`src/rtl/pcseq_pkg.sv`:
```
package pcseq_pkg;

  typedef enum logic [1:0] {
    KIND_SEQ  = 2'b00,
    KIND_BZ   = 2'b01,
    KIND_BNZ  = 2'b10,
    KIND_JUMP = 2'b11
  } pc_kind_e;

endpackage

```
`src/rtl/pcseq_rst_sync.sv`:
```
module pcseq_rst_sync #(
  parameter int STAGES = 2
) (
  input  logic clk,
  input  logic rst_n,
  output logic rst_sync_n
);

  logic [STAGES-1:0] chain_q;
  logic [STAGES-1:0] chain_d;

  always_comb begin
    chain_d = {chain_q[STAGES-2:0], 1'b1};
  end

  always_ff @(posedge clk or negedge rst_n) begin
    if (!rst_n) begin
      chain_q <= '0;
    end else begin
      chain_q <= chain_d;
    end
  end

  assign rst_sync_n = chain_q[STAGES-1];

endmodule

```
`src/rtl/pcseq_target.sv`:
```
module pcseq_target #(
  parameter int ADDR_W = 32,
  parameter int LIT_W  = 16
) (
  input  logic [ADDR_W-1:0] pc_cur,
  input  logic [LIT_W-1:0]  literal,
  input  logic [ADDR_W-1:0] ra_value,
  output logic [ADDR_W-1:0] pc_inc,
  output logic [ADDR_W-1:0] br_target,
  output logic [ADDR_W-1:0] jmp_target
);

  localparam int LOW_W = ADDR_W - 1;
  localparam int EXT_W = LOW_W - LIT_W - 2;
  localparam logic [LOW_W-1:0]  WORD_STEP = LOW_W'(4);
  localparam logic [ADDR_W-1:0] ALIGN_CLR = ~ADDR_W'(3);

  logic              sup_bit;
  logic [LOW_W-1:0]  inc_low;
  logic [LOW_W-1:0]  byte_off;
  logic [LOW_W-1:0]  br_low;
  logic [ADDR_W-1:0] sup_keep;

  always_comb begin
    sup_bit  = pc_cur[ADDR_W-1];
    inc_low  = pc_cur[LOW_W-1:0] + WORD_STEP;
    pc_inc   = {sup_bit, inc_low};
    byte_off = {{EXT_W{literal[LIT_W-1]}}, literal, 2'b00};
    br_low   = inc_low + byte_off;
    br_target = {sup_bit, br_low};
    // top bit may only survive if it was already set
    sup_keep   = {sup_bit, {LOW_W{1'b1}}};
    jmp_target = ra_value & ALIGN_CLR & sup_keep;
  end

endmodule

```
`src/rtl/pcseq_select.sv`:
```
module pcseq_select
  import pcseq_pkg::*;
#(
  parameter int ADDR_W = 32
) (
  input  pc_kind_e          kind,
  input  logic [ADDR_W-1:0] ra_value,
  input  logic              sup_mode,
  input  logic [ADDR_W-1:0] pc_inc,
  input  logic [ADDR_W-1:0] br_target,
  input  logic [ADDR_W-1:0] jmp_target,
  input  logic              exc_req,
  input  logic [ADDR_W-1:0] exc_vector,
  output logic [ADDR_W-1:0] pc_next,
  output logic              exc_taken
);

  localparam logic [ADDR_W-1:0] ALIGN_CLR = ~ADDR_W'(3);
  localparam logic [ADDR_W-1:0] SUP_SET   = {1'b1, {(ADDR_W-1){1'b0}}};

  logic ra_zero;
  logic branch_go;

  always_comb begin
    ra_zero   = (ra_value == '0);
    branch_go = ((kind == KIND_BZ) && ra_zero) ||
                ((kind == KIND_BNZ) && !ra_zero);
    exc_taken = exc_req && !sup_mode;
    if (exc_taken) begin
      pc_next = (exc_vector & ALIGN_CLR) | SUP_SET;
    end else if (kind == KIND_JUMP) begin
      pc_next = jmp_target;
    end else if (branch_go) begin
      pc_next = br_target;
    end else begin
      pc_next = pc_inc;
    end
  end

endmodule

```
`src/rtl/pc_sequencer.sv`:
```
module pc_sequencer
  import pcseq_pkg::*;
#(
  parameter int ADDR_W      = 32,
  parameter int LIT_W       = 16,
  parameter int SYNC_STAGES = 2
) (
  input  logic              clk,
  input  logic              rst_n,
  input  logic [1:0]        kind,
  input  logic [LIT_W-1:0]  literal,
  input  logic [ADDR_W-1:0] ra_value,
  input  logic              exc_req,
  input  logic [ADDR_W-1:0] exc_vector,
  output logic [ADDR_W-1:0] pc,
  output logic [ADDR_W-1:0] link,
  output logic [ADDR_W-1:0] xp_value,
  output logic              exc_taken
);

  localparam int MSB = ADDR_W - 1;
  localparam logic [ADDR_W-1:0] RESET_PC  = {1'b1, {(ADDR_W-1){1'b0}}};
  localparam logic [ADDR_W-1:0] ALIGN_CLR = ~ADDR_W'(3);

  logic              rst_sync_n;
  logic [ADDR_W-1:0] pc_q;
  logic [ADDR_W-1:0] pc_d;
  logic [ADDR_W-1:0] pc_inc;
  logic [ADDR_W-1:0] br_target;
  logic [ADDR_W-1:0] jmp_target;
  logic [ADDR_W-1:0] pc_next;
  pc_kind_e          kind_e;

  pcseq_rst_sync #(.STAGES(SYNC_STAGES)) u_sync (
    .clk        (clk),
    .rst_n      (rst_n),
    .rst_sync_n (rst_sync_n)
  );

  pcseq_target #(.ADDR_W(ADDR_W), .LIT_W(LIT_W)) u_target (
    .pc_cur     (pc_q),
    .literal    (literal),
    .ra_value   (ra_value),
    .pc_inc     (pc_inc),
    .br_target  (br_target),
    .jmp_target (jmp_target)
  );

  assign kind_e = pc_kind_e'(kind);

  pcseq_select #(.ADDR_W(ADDR_W)) u_select (
    .kind       (kind_e),
    .ra_value   (ra_value),
    .sup_mode   (pc_q[MSB]),
    .pc_inc     (pc_inc),
    .br_target  (br_target),
    .jmp_target (jmp_target),
    .exc_req    (exc_req),
    .exc_vector (exc_vector),
    .pc_next    (pc_next),
    .exc_taken  (exc_taken)
  );

  always_comb begin
    pc_d = pc_next;
  end

  always_ff @(posedge clk or negedge rst_sync_n) begin
    if (!rst_sync_n) begin
      pc_q <= RESET_PC;
    end else begin
      pc_q <= pc_d;
    end
  end

  assign pc       = pc_q;
  assign link     = pc_inc;
  assign xp_value = pc_inc;

  // counter stays word aligned
  a_r11_word_aligned: assert property (@(posedge clk) disable iff (!rst_sync_n)
    pc_q[1:0] == 2'b00);

  // privilege is never gained without an exception
  a_r7_no_sup_gain: assert property (@(posedge clk) disable iff (!rst_sync_n)
    (!pc_q[MSB] && !exc_taken) |=> !pc_q[MSB]);

  // accepted exception lands on the vector in supervisor mode
  a_r8_exc_to_vector: assert property (@(posedge clk) disable iff (!rst_sync_n)
    exc_taken |=> pc_q == (($past(exc_vector) & ALIGN_CLR) | RESET_PC));

  // sequential step follows the link value
  a_r2_seq_follows_link: assert property (@(posedge clk) disable iff (!rst_sync_n)
    (kind == 2'b00 && !exc_taken) |=> pc_q == $past(link));

  // jump takes the register's word address
  a_r6_jump_word: assert property (@(posedge clk) disable iff (!rst_sync_n)
    (kind == 2'b11 && !exc_taken) |=>
      (pc_q[MSB-1:2] == $past(ra_value[MSB-1:2]) && pc_q[1:0] == 2'b00));

endmodule

```
`config.mk`:
```
export PLATFORM = sky130hd
export DESIGN_NAME = pc_sequencer
export DESIGN_NICKNAME = d
export VERILOG_FILES = /design/src/rtl/pcseq_pkg.sv /design/src/rtl/pcseq_rst_sync.sv /design/src/rtl/pcseq_target.sv /design/src/rtl/pcseq_select.sv /design/src/rtl/pc_sequencer.sv
export SDC_FILE = /design/constraint.sdc
export NUM_CORES = 1
export LEC_CHECK = 0
export BUFFER_PORTS_ARGS = -buffer_cell sky130_fd_sc_hd__buf_2
export CORE_UTILIZATION = 40
export DETAILED_ROUTE_END_ITERATION = 8
export PLACE_DENSITY = 0.7
export SKIP_LAST_GASP = 1
export SLEW_MARGIN = 20
export SYNTH_ARGS = -nofsm -noshare
export SYNTH_HDL_FRONTEND = slang
export SYNTH_SLANG_ARGS = --single-unit
```
`constraint.sdc`:
```
create_clock -name clk -period 2.7 [get_ports clk]
set_input_delay 0.27 -clock clk [delete_from_list [all_inputs] [get_ports clk]]
set_output_delay 0.27 -clock clk [all_outputs]
set_load 0.05 [all_outputs]
```
# Word-level counts from Yosys, hierarchy flattened
# Index checks and enable logic that the tools add are counted.
# word_totals
reg_bits	34
inputBits	85
out_inout_bits	97
# classes
add_sub_neg	2
eq_ne	3
n_mux	3
bitwise	1
n_reduce_logical	8
# ops
operator	n
$mux W32	2
$and A32 B32 Y32	1
$logic_not A32 Y1	1
$add A31 B3 Y31 const B	1
$add A31 B31 Y31	1
$mux W31	1
$eq A2 B2 Y1 const B	2
$logic_and A1 B1 Y1	3
$eq A2 B1 Y1 const B	1
$logic_not A1 Y1	2
$reduce_bool A2 Y1	1
$logic_or A1 B1 Y1	1

# Longest topological paths before layout
# Gate-level depths: netlist (run 1).
# logic_depth
depth_word	7
depth_mapped	17

# By module
# From an unflattened synthesis (run 1), not the netlist that was laid out.
# hier_totals
hier_cells	650
hier_area_um2	4959.8
# modules_own_cells
mod	instances	cells_per_inst	area_each_um2
pcseq_target	1	343	2387.3
pcseq_select	1	240	1476.4
pc_sequencer	1	64	1042.2
pcseq_rst_sync	1	3	53.8

# Least setup slack after synthesis (run 1)
# Ideal clock, no wire load.
# synth_path
path_kind	register to register
startpoint	reg pc_q[2] (netlist: pc[2])
endpoint	reg pc_q[30] (netlist: pc[30])
setup_ns	0.133
t_arrival_ns	4.489
required_time_ns	2.567
slack_ns	-1.923
stages_incl_launch_ff	16
n_path_buf	0
path_cell_list	dfrtp_1 ha_1 nand3_1 nor2_1 nand4_1 xnor2_1 ha_1 a21oi_2 nand2_1 a221oi_1 a21oi_2 a41o_1 a21oi_2 mux2i_1 xor2_1 a21oi_1
# synth_via
elab_chain_len	5
# synth_lines
element	line_no	source
from (decl)	pc_sequencer.sv:26	logic [ADDR_W-1:0] pc_q;
from (signal assigned)	pc_sequencer.sv:72	pc_q <= pc_d;
$add A31 B3 Y31	pcseq_target.sv:26	inc_low = pc_cur[LOW_W-1:0] + WORD_STEP;
named net link[10]	pc_sequencer.sv:16	output logic [ADDR_W-1:0] link,
$add A31 B31 Y31	pcseq_target.sv:29	br_low = inc_low + byte_off;
$mux W31	pcseq_select.sv:33	end else if (branch_go) begin
$mux W32	pcseq_select.sv:31	end else if (kind == KIND_JUMP) begin
$mux W32	pcseq_select.sv:29	if (exc_taken) begin
named net pc_d[30]	pc_sequencer.sv:27	logic [ADDR_W-1:0] pc_d;
# The timed path passes the listed nets, and every way through them passes these cells. The select of a mux whose other input is x is not followed.
# A chain may end at the register's enable or synchronous reset.

# Worst setup path after layout (run 1)
# layout_path
startpoint	reg pc_q[3] (netlist: pc[3])
endpoint	reg pc_q[28] (netlist: pc[28])
# layout_via
elab_chain_len	5
# layout_lines
element	line_no
$add A31 B3 Y31 (*)	pcseq_target.sv:26
$add A31 B31 Y31	pcseq_target.sv:29
$mux W31 (*)	pcseq_select.sv:33
$mux W32 (*)	pcseq_select.sv:31
$mux W32 (*)	pcseq_select.sv:29
named net pc_d[28]	pc_sequencer.sv:27
# Mark *: on every way through the listed nets, which the timed path passes. The rest lies on a longest branch. The select of a mux whose other input is x is not followed.

==> impl_metrics.csv, run 1 <==
group,metric,value,unit
placed_design,gp_congestion,0.9628,
hold_path,min_path_type,"in2reg",
power_and_ir_drop,switching_power,5.958,mW
power_and_ir_drop,power.density,1390,nW/µm²
floorplanning,ios,182,
setup_path,crit_fanout,4,
floorplanning,core,9819,µm²
yosys,ys_seq_elements,32,
power_and_ir_drop,ir_worst_vdd,0.001124,V
sta,finalHoldViolations,0,
yosys,synth_top_area_frac,0.1898,
power_and_ir_drop,seq_power_share,0.083,
setup_path,critical_path_class,"reg2reg",
sta,fin_crit_sh,1.243,
sta,worst_slack,-0.6566,ns
yosys,ys.flop_type,"dfrtp_1",
sta,finClkSkew,0.008348,ns
power_and_ir_drop,p_sw_frac,0.5634,
floorplanning,die_h,103.1,µm
clock_network,clock_latency,0.29,ns
clock_network,cts_tree,"done",
finish,drive_gt1_frac,0.6157,
finish,multi_input_comb_area,4116,µm²
finish,regArea,818.3,µm²
placed_design,place_area,6558,µm²
finish,syn_to_final_growth,86.16,%
placed_design,place_hpwl,13.35,mm
detailed_routing,viasPerCell,5.553,
power_and_ir_drop,pwr-share-comb,0.873,
setup_path,arrival,3.55,ns
finish,layout.nets,975,
sta,finalCriticalPeriod,3.357,ns
sta,slew_headroom,0.6147,
yosys,yosysSeqAreaShare,0.1962,
global_routing,grt_pass1_wl,26.02,mm
placed_design,pre_cts_slack,-0.7268,ns
sta,grt_setup_unrepaired,"true",
global_routing,met2_usage,0.5390,
sta,slew_viol_final,0,
placed_design,dp_cells,952,
flow_run,drv_cap,0,
global_routing,grt.overflow.total,0,
detailed_routing,num_vias,5492,
yosys,synth.most_common_cell,"nand2_1",
power_and_ir_drop,pwr-share-clk,0.044,
outcome,violations,"negative setup slack",
sta,worstMarginPinSlew,0.5780,ns
sta,tns,-9.669,ns
global_routing,antenna_found_initial,0,
detailed_routing,drt_pass1_iterations,5,
finish,final_area,7610,µm²
global_routing,grt_max_degree,37,
detailed_routing,wl_per_cell,18.26,µm
sta,whs,0.1811,ns
setup_path,cp-end-kind,"flop",
yosys,syn_area_per_cell,7.514,µm²
global_routing,track_usage,0.3231,
floorplanning,dieArea,10630,µm²
global_routing,grt.busiest_layer,"met2",
power_and_ir_drop,leakage,3.470,nW
floorplanning,rows,36,
sta,max_freq,0.2979,GHz
global_routing,grt_pass1_vias,5335,
finish,fin_util,0.7750,
setup_path,worstSetupStartpointType,"flop",
yosys,async_flop_share,1.000,
yosys,yosys_warnings,0,
detailed_routing,drt_first_iter_violations,280,
global_routing,met1_usage,0.4181,
clock_network,cts.sinks,32,
setup_path,cp_data_required_time,2.89,ns
floorplanning,die_w,103.1,µm
detailed_routing,routed_wl,18.06,mm
yosys,synthTopCellsByArea,"dfrtp_1, ha_1, buf_4",
finish,nFillCells,694,
power_and_ir_drop,finalPower,10.58,mW
setup_path,r2r_slack,-0.66,ns
global_routing,use_met3,0.05627,
clock_network,htree_levels,2,
yosys,syn_area,4088,µm²
yosys,synthDistinctLibCells,58,
clock_network,path_clk_slew,0.07,ns
sta,setup_viol,21,
floorplanning,initial_core_util,0.4163,
detailed_routing,drcViolationCount,0,
detailed_routing,ant_nets,0,
placed_design,io_buffers,172,
yosys,synth_edf_count,0,
finish,num_antenna_cells,0,
yosys,synthTopCellsByCount,"nand2_1, nor2_1, o21ai_0, a21oi_1, buf_4",
power_and_ir_drop,p_int,4.618,mW
clock_network,clockRootBuffer,"clkbuf_8",
yosys,syn_inst,544,
clock_network,cts_made_buffers,5,
outcome,status,"finished with violations",
clock_network,cts_buffer_depth,2,
finish,final_cell_count_no_fill,989,
yosys,synth_top_area_cell,"dfrtp_1",
## worst paths after layout
check | startpoint | cells past startpoint | end
min in group asynchronous | u_sync.chain_q[1] | 0 | pc[31]
worst max-delay path | pc[3] | 18 | pc[28]
worst min-delay path | exc_vector[3] | 3 | pc[3]
max in group asynchronous | u_sync.chain_q[1] | 1 | pc[17]
worst max register to register | pc[3] | 18 | pc[28]
worst min register to register | u_sync.chain_q[1] | 0 | pc[31]
## power groups by stage
stage	clock network (mW)	logic [mW]	registers [mW]
2_1_floorplan	0	4.66	1.70
5_1_grt	0.490	9.70	0.900
4_1_cts	0.466	8.47	0.872
6_report	0.463	9.24	0.878
3_5_place_dp	0	7.85	0.884
3_3_place_gp	0	7.75	0.868
## area by class of cell
cell class,instances,share of cell area
timing repair buffer,359,0.3121
inverter,7,0.003453
clock inverter,2,0.004604
multi-input combinational,450,0.5409
clock buffer,6,0.009536
tap,133,0.02187
sequential,32,0.1075
## sequential cells by signal, summed over array words and instances (netlist names)
signal and count:
pc 30, u_sync.chain_q 2
## kinds of logic (layout without fill, tap and decap cells)
| kind of cell | after synthesis | in the layout | share of synthesized area |
|---|---|---|---|
| flip-flops | 32 | 32 | 0.1962 |
| adder cells (fa/ha/maj) | 35 | 35 | 0.1090 |
| other | 2 | 7 | 0.001837 |
| AO/OA/AOI/OAI | 164 | 164 | 0.2559 |
| AND/OR/NAND/NOR | 190 | 190 | 0.2195 |
| multiplexers | 3 | 3 | 0.007346 |
| XOR/XNOR | 51 | 51 | 0.1093 |
| buffers and inverters | 67 | 374 | 0.1010 |
## metal layers
metal / up-vias / wire [µm]
met5: - / 0
met4: 0 / 537
met3: 50 / 1304
met2: 274 / 8760
met1: 2621 / 7452
li1: 2547 / -
## repair_timing
action / 4_1_cts / 5_1_grt
setup buffers: 15 / 15
pin swaps: 68 / 51
endpoints found under the hold margin: 2 / 0
gates resized for setup: 93 / 61
setup endpoints to repair: 23 / 33
hold buffers: 1 / 0
## worst max-delay path, cell delays in order (launching register included)
cell      delay, ns
dfrtp_2        0.40
ha_4           0.15
nand3_4        0.08
nor2_4         0.17
buf_4          0.15
nand2_2        0.08
xnor2_4        0.16
ha_4           0.29
buf_4          0.11
nand4_1        0.14
nor3_2         0.24
nand2_2        0.11
a21oi_4        0.24
o21ai_2        0.12
buf_6          0.13
o21ai_1        0.16
a21oi_1        0.10
xor2_1         0.18
a221oi_2       0.24
## cells in the final DEF, fill, tap and decap left out, drive strengths merged, types with 9 or more instances in the layout
cell,count
clkbuf,12
nand3,13
nor3,10
nor2,52
xor2,24
buf,352
ha,34
nor4,9
a21oi,43
nand4,15
xnor2,27
dfrtp,31
a21o,14
o211ai,15
o21ai,48
nand2,71
o22ai,9
Note: power is estimated with default switching activity, not from simulation.
==> run 2, diff against run 1 <==
Settings changed: CORE_UTILIZATION 40 to 49, PLACE_DENSITY 0.7 to 0.83.
==> run 2 against run 1 <==
Compared with the run above:
- the flow now stops in global routing
- area after synthesis is the same
- synthesized cell count is the same
==> impl_metrics.csv, run 2 <==
group,metric,value,unit
outcome,status,"did not finish",
outcome,lastStage,"global routing",
outcome,firstError,"[ERROR GRT-0232] Routing congestion too high. Check the congestion heatmap in the GUI.",
yosys,synthDistinctLibCells,58,
clock_network,htree_levels,2,
floorplanning,rows,32,
yosys,synth_edf_count,0,
yosys,synthTopCellsByArea,"dfrtp_1, ha_1, buf_4",
floorplanning,initial_core_util,0.5182,
yosys,yosys_warnings,0,
yosys,yosysSeqAreaShare,0.1962,
yosys,synth_top_area_frac,0.1898,
yosys,synth.most_common_cell,"nand2_1",
clock_network,cts.sinks,32,
placed_design,gp_congestion,0.9804,
global_routing,track_usage,0.6854,
yosys,async_flop_share,1.000,
floorplanning,die_w,93.34,µm
placed_design,place_hpwl,13.81,mm
floorplanning,die_h,93.34,µm
yosys,ys_seq_elements,32,
yosys,synth_top_area_cell,"dfrtp_1",
clock_network,cts_buffer_depth,2,
clock_network,clockRootBuffer,"clkbuf_8",
sta,grt_worst_setup_endpoint,"pc[28]$_DFF_PN0_/D",
clock_network,cts_made_buffers,5,
yosys,syn_inst,544,
global_routing,grt.overflow.total,3,
yosys,ys.flop_type,"dfrtp_1",
placed_design,dp_cells,918,
floorplanning,ios,182,
global_routing,grt_max_degree,37,
yosys,syn_area_per_cell,7.514,µm²
yosys,syn_area,4088,µm²
placed_design,pre_cts_slack,-0.7635,ns
placed_design,io_buffers,172,
sta,worst-ep-kind,"sequential cell input",
yosys,synthTopCellsByCount,"nand2_1, nor2_1, o21ai_0, a21oi_1, buf_4",
==> run 2: cell counts after synthesis <==
No cell type changed its count.
==> run 2: kinds of logic after synthesis <==
| kind of cell | synth area share |
|---|---|
| simple gates | 0.2195 |
| fa+ha+maj | 0.1090 |
| flops | 0.1962 |
| compound gates | 0.2559 |
| mux | 0.007346 |
| xor+xnor | 0.1093 |
| other cells | 0.001837 |
| buf+inv | 0.1010 |
==> run 2: repair_timing <==
item	in CTS
hold endpoints to repair	2
endpoints found under the setup margin	23
pin swaps	55
gates resized for setup	71
hold buffers	1
buffers inserted	11
==> run 2: layer usage <==
metal	global-route usage	GRT overflow
met5	0.1667	0
met4	0.6590	1
met3	0.4537	0
met2	0.9093	2
met1	0.6962	0
==> run 2: metrics by stage <==
stage	hold WS [ns]	instance area, µm²	utilization
CTS	0.1990	7015	0.8894
detailed placement	0.05863	6496	0.8236
global placement	0.05499	6496	0.8236
floorplan	-0.02559	4737	-
==> run 3, diff against run 2 <==
Settings changed: CORE_UTILIZATION 49 to 35, PLACE_DENSITY 0.83 to default, PLACE_DENSITY_LB_ADDON from default to 0.15.
==> run 3 against run 2 <==
Compared with the run above:
- the flow now finishes, with violations (negative setup slack)
==> impl_metrics.csv, run 3 (synthesized netlist as in run 1, its figures left out) <==
group,metric,value,unit
power_and_ir_drop,leakage,3.458,nW
finish,layout_common_cells,"buf_2, buf_4, nand2_1",
global_routing,use_met3,0.03704,
sta,worstMarginPinSlew,0.5250,ns
global_routing,grt_pass1_wl,24.96,mm
floorplanning,core,11420,µm²
setup_path,crit_slowest_cell,"dfrtp_2",
clock_network,cts.sinks,32,
detailed_routing,ant_nets,0,
floorplanning,ios,182,
finish,syn_to_final_growth,85.34,%
power_and_ir_drop,ir_worst_vdd,0.001040,V
setup_path,cpPeakStageDelay,0.35,ns
clock_network,cts_buffer_depth,2,
sta,fin_crit_sh,1.227,
setup_path,cp_data_required_time,2.92,ns
sta,max_freq,0.3019,GHz
floorplanning,die_w,110.1,µm
global_routing,met1_usage,0.3766,
global_routing,antenna_found_initial,1,
placed_design,io_buffers,172,
setup_path,rr_startpoint,"pc[9]",
power_and_ir_drop,finalPower,10.48,mW
setup_path,critical_path_class,"reg2reg",
setup_path,worstSetupStartpointType,"flop",
clock_network,clockRootBuffer,"clkbuf_16",
global_routing,grt_max_degree,33,
global_routing,grt_pass1_vias,4989,
placed_design,place_area,6603,µm²
sta,setup_viol,20,
finish,fin_util,0.6635,
hold_path,min_path_type,"reg2async",
flow_run,drv_cap,0,
placed_design,place_hpwl,13.09,mm
power_and_ir_drop,power.density,1384,nW/µm²
setup_path,worstPathCellList,"and4_4 > and4_4 > buf_4 > nand4_1 > xnor2_4 > ha_4 > a21oi_2 > nor2b_1 > o21ai_1 > o311ai_2 > a41oi_2 > o21bai_1 > xnor2_1 > o211ai_1 > o221a_2",
floorplanning,die_h,110.1,µm
global_routing,grt.busiest_layer,"met2",
clock_network,htree_levels,2,
clock_network,path_clk_slew,0.06,ns
sta,finalHoldViolations,0,
detailed_routing,wl_per_cell,17.02,µm
sta,finalCriticalPeriod,3.312,ns
setup_path,cp_common_cell,"and4_4",
setup_path,critical_path.startpoint,"pc[9]",
finish,nFillCells,944,
placed_design,gp_congestion,0.9722,
sta,grt_setup_unrepaired,"true",
finish,largest_register_ffs,30,
finish,final_area,7576,µm²
sta,worst_slack,-0.6120,ns
global_routing,track_usage,0.2709,
setup_path,arrival,3.53,ns
sta,tns,-8.701,ns
finish,layout.nets,969,
detailed_routing,drcViolationCount,0,
detailed_routing,drt_pass1_iterations,5,
finish,drive_gt1_frac,0.6071,
clock_network,cts_made_buffers,5,
setup_path,cp-end-kind,"flop",
setup_path,crit_fanout,4,
global_routing,grt.overflow.total,0,
floorplanning,rows,39,
detailed_routing,routed_wl,16.91,mm
detailed_routing,viasPerCell,5.290,
global_routing,met2_usage,0.4366,
finish,final_common_cell,"buf_2",
detailed_routing,drt_first_iter_violations,344,
sta,slew_viol_final,0,
outcome,status,"finished with violations",
clock_network,clock_latency,0.28,ns
clock_network,cts_tree,"done",
floorplanning,initial_core_util,0.3580,
detailed_routing,num_vias,5258,
outcome,violations,"negative setup slack",
sta,slew_headroom,0.6500,
floorplanning,dieArea,12120,µm²
sta,finClkSkew,0.004778,ns
## run 3: final cells by class
type                       count  area [µm²]  share of cell area
antenna                        1       2.502           0.0003303
timing repair buffer         353        2333              0.3080
inverter                       7       26.28            0.003468
multi-input combinational    450        4049              0.5344
sequential                    32       818.3              0.1080
clock buffer                   5       125.1             0.01652
tap                          143       178.9             0.02362
clock inverter                 3       42.54            0.005615
## run 3: path summary, 6_finish.rpt
path,to,slack [ns],depth (start not counted)
worst max-delay path,pc[23],-0.61,15
worst min-delay path,pc[30],0.21,0
worst max register to register,pc[23],-0.61,15
worst min register to register,pc[30],0.21,0
max in group asynchronous,pc[16],1.83,1
min in group clk,pc[29],0.21,3
## run 3: timing repair
action,in CTS,in global routing
buffers inserted,9,12
hold buffers,1,0
resized for setup,78,67
setup endpoints to repair,26,27
hold endpoints to repair,2,0
pin swaps,65,60
## run 3: critical path: cells and delay by family, from the launching register on
family,cells,cell delay (ns)
XOR/XNOR,2,0.45
AO/OA/AOI/OAI,7,1.37
buffers and inverters,1,0.12
adder cells (fa/ha/maj),1,0.24
AND/OR/NAND/NOR,4,0.73
flip-flops,1,0.35
## run 3: routing by layer
layer	vias to the layer above	routed length, µm	share of wire
li1	2533	-	-
met1	2487	7591	0.45
met2	207	7898	0.47
met3	31	996	0.059
met4	0	428	0.025
met5	-	0	0
## run 3: where the power goes
part           leakage (nW)  internal [mW]  switching [mW]  total [mW]
Clock                0.0798          0.433           0.208       0.641
Combinational          3.02           3.52            5.44        8.97
Sequential            0.356          0.691           0.184       0.875
Total                  3.46           4.65            5.83        10.5
## run 3: metrics by stage
stage | std cells | worst slack [ns] | hold slack [ns]
after CTS | 981 | -0.5333 | 0.1948
after global placement | 963 | -0.6249 | 0.05738
after detailed placement | 963 | -0.7214 | 0.05912
after global routing | 994 | -0.7290 | 0.2141
after floorplan | 549 | -0.9529 | -0.02559
final | 994 | -0.6120 | 0.2061
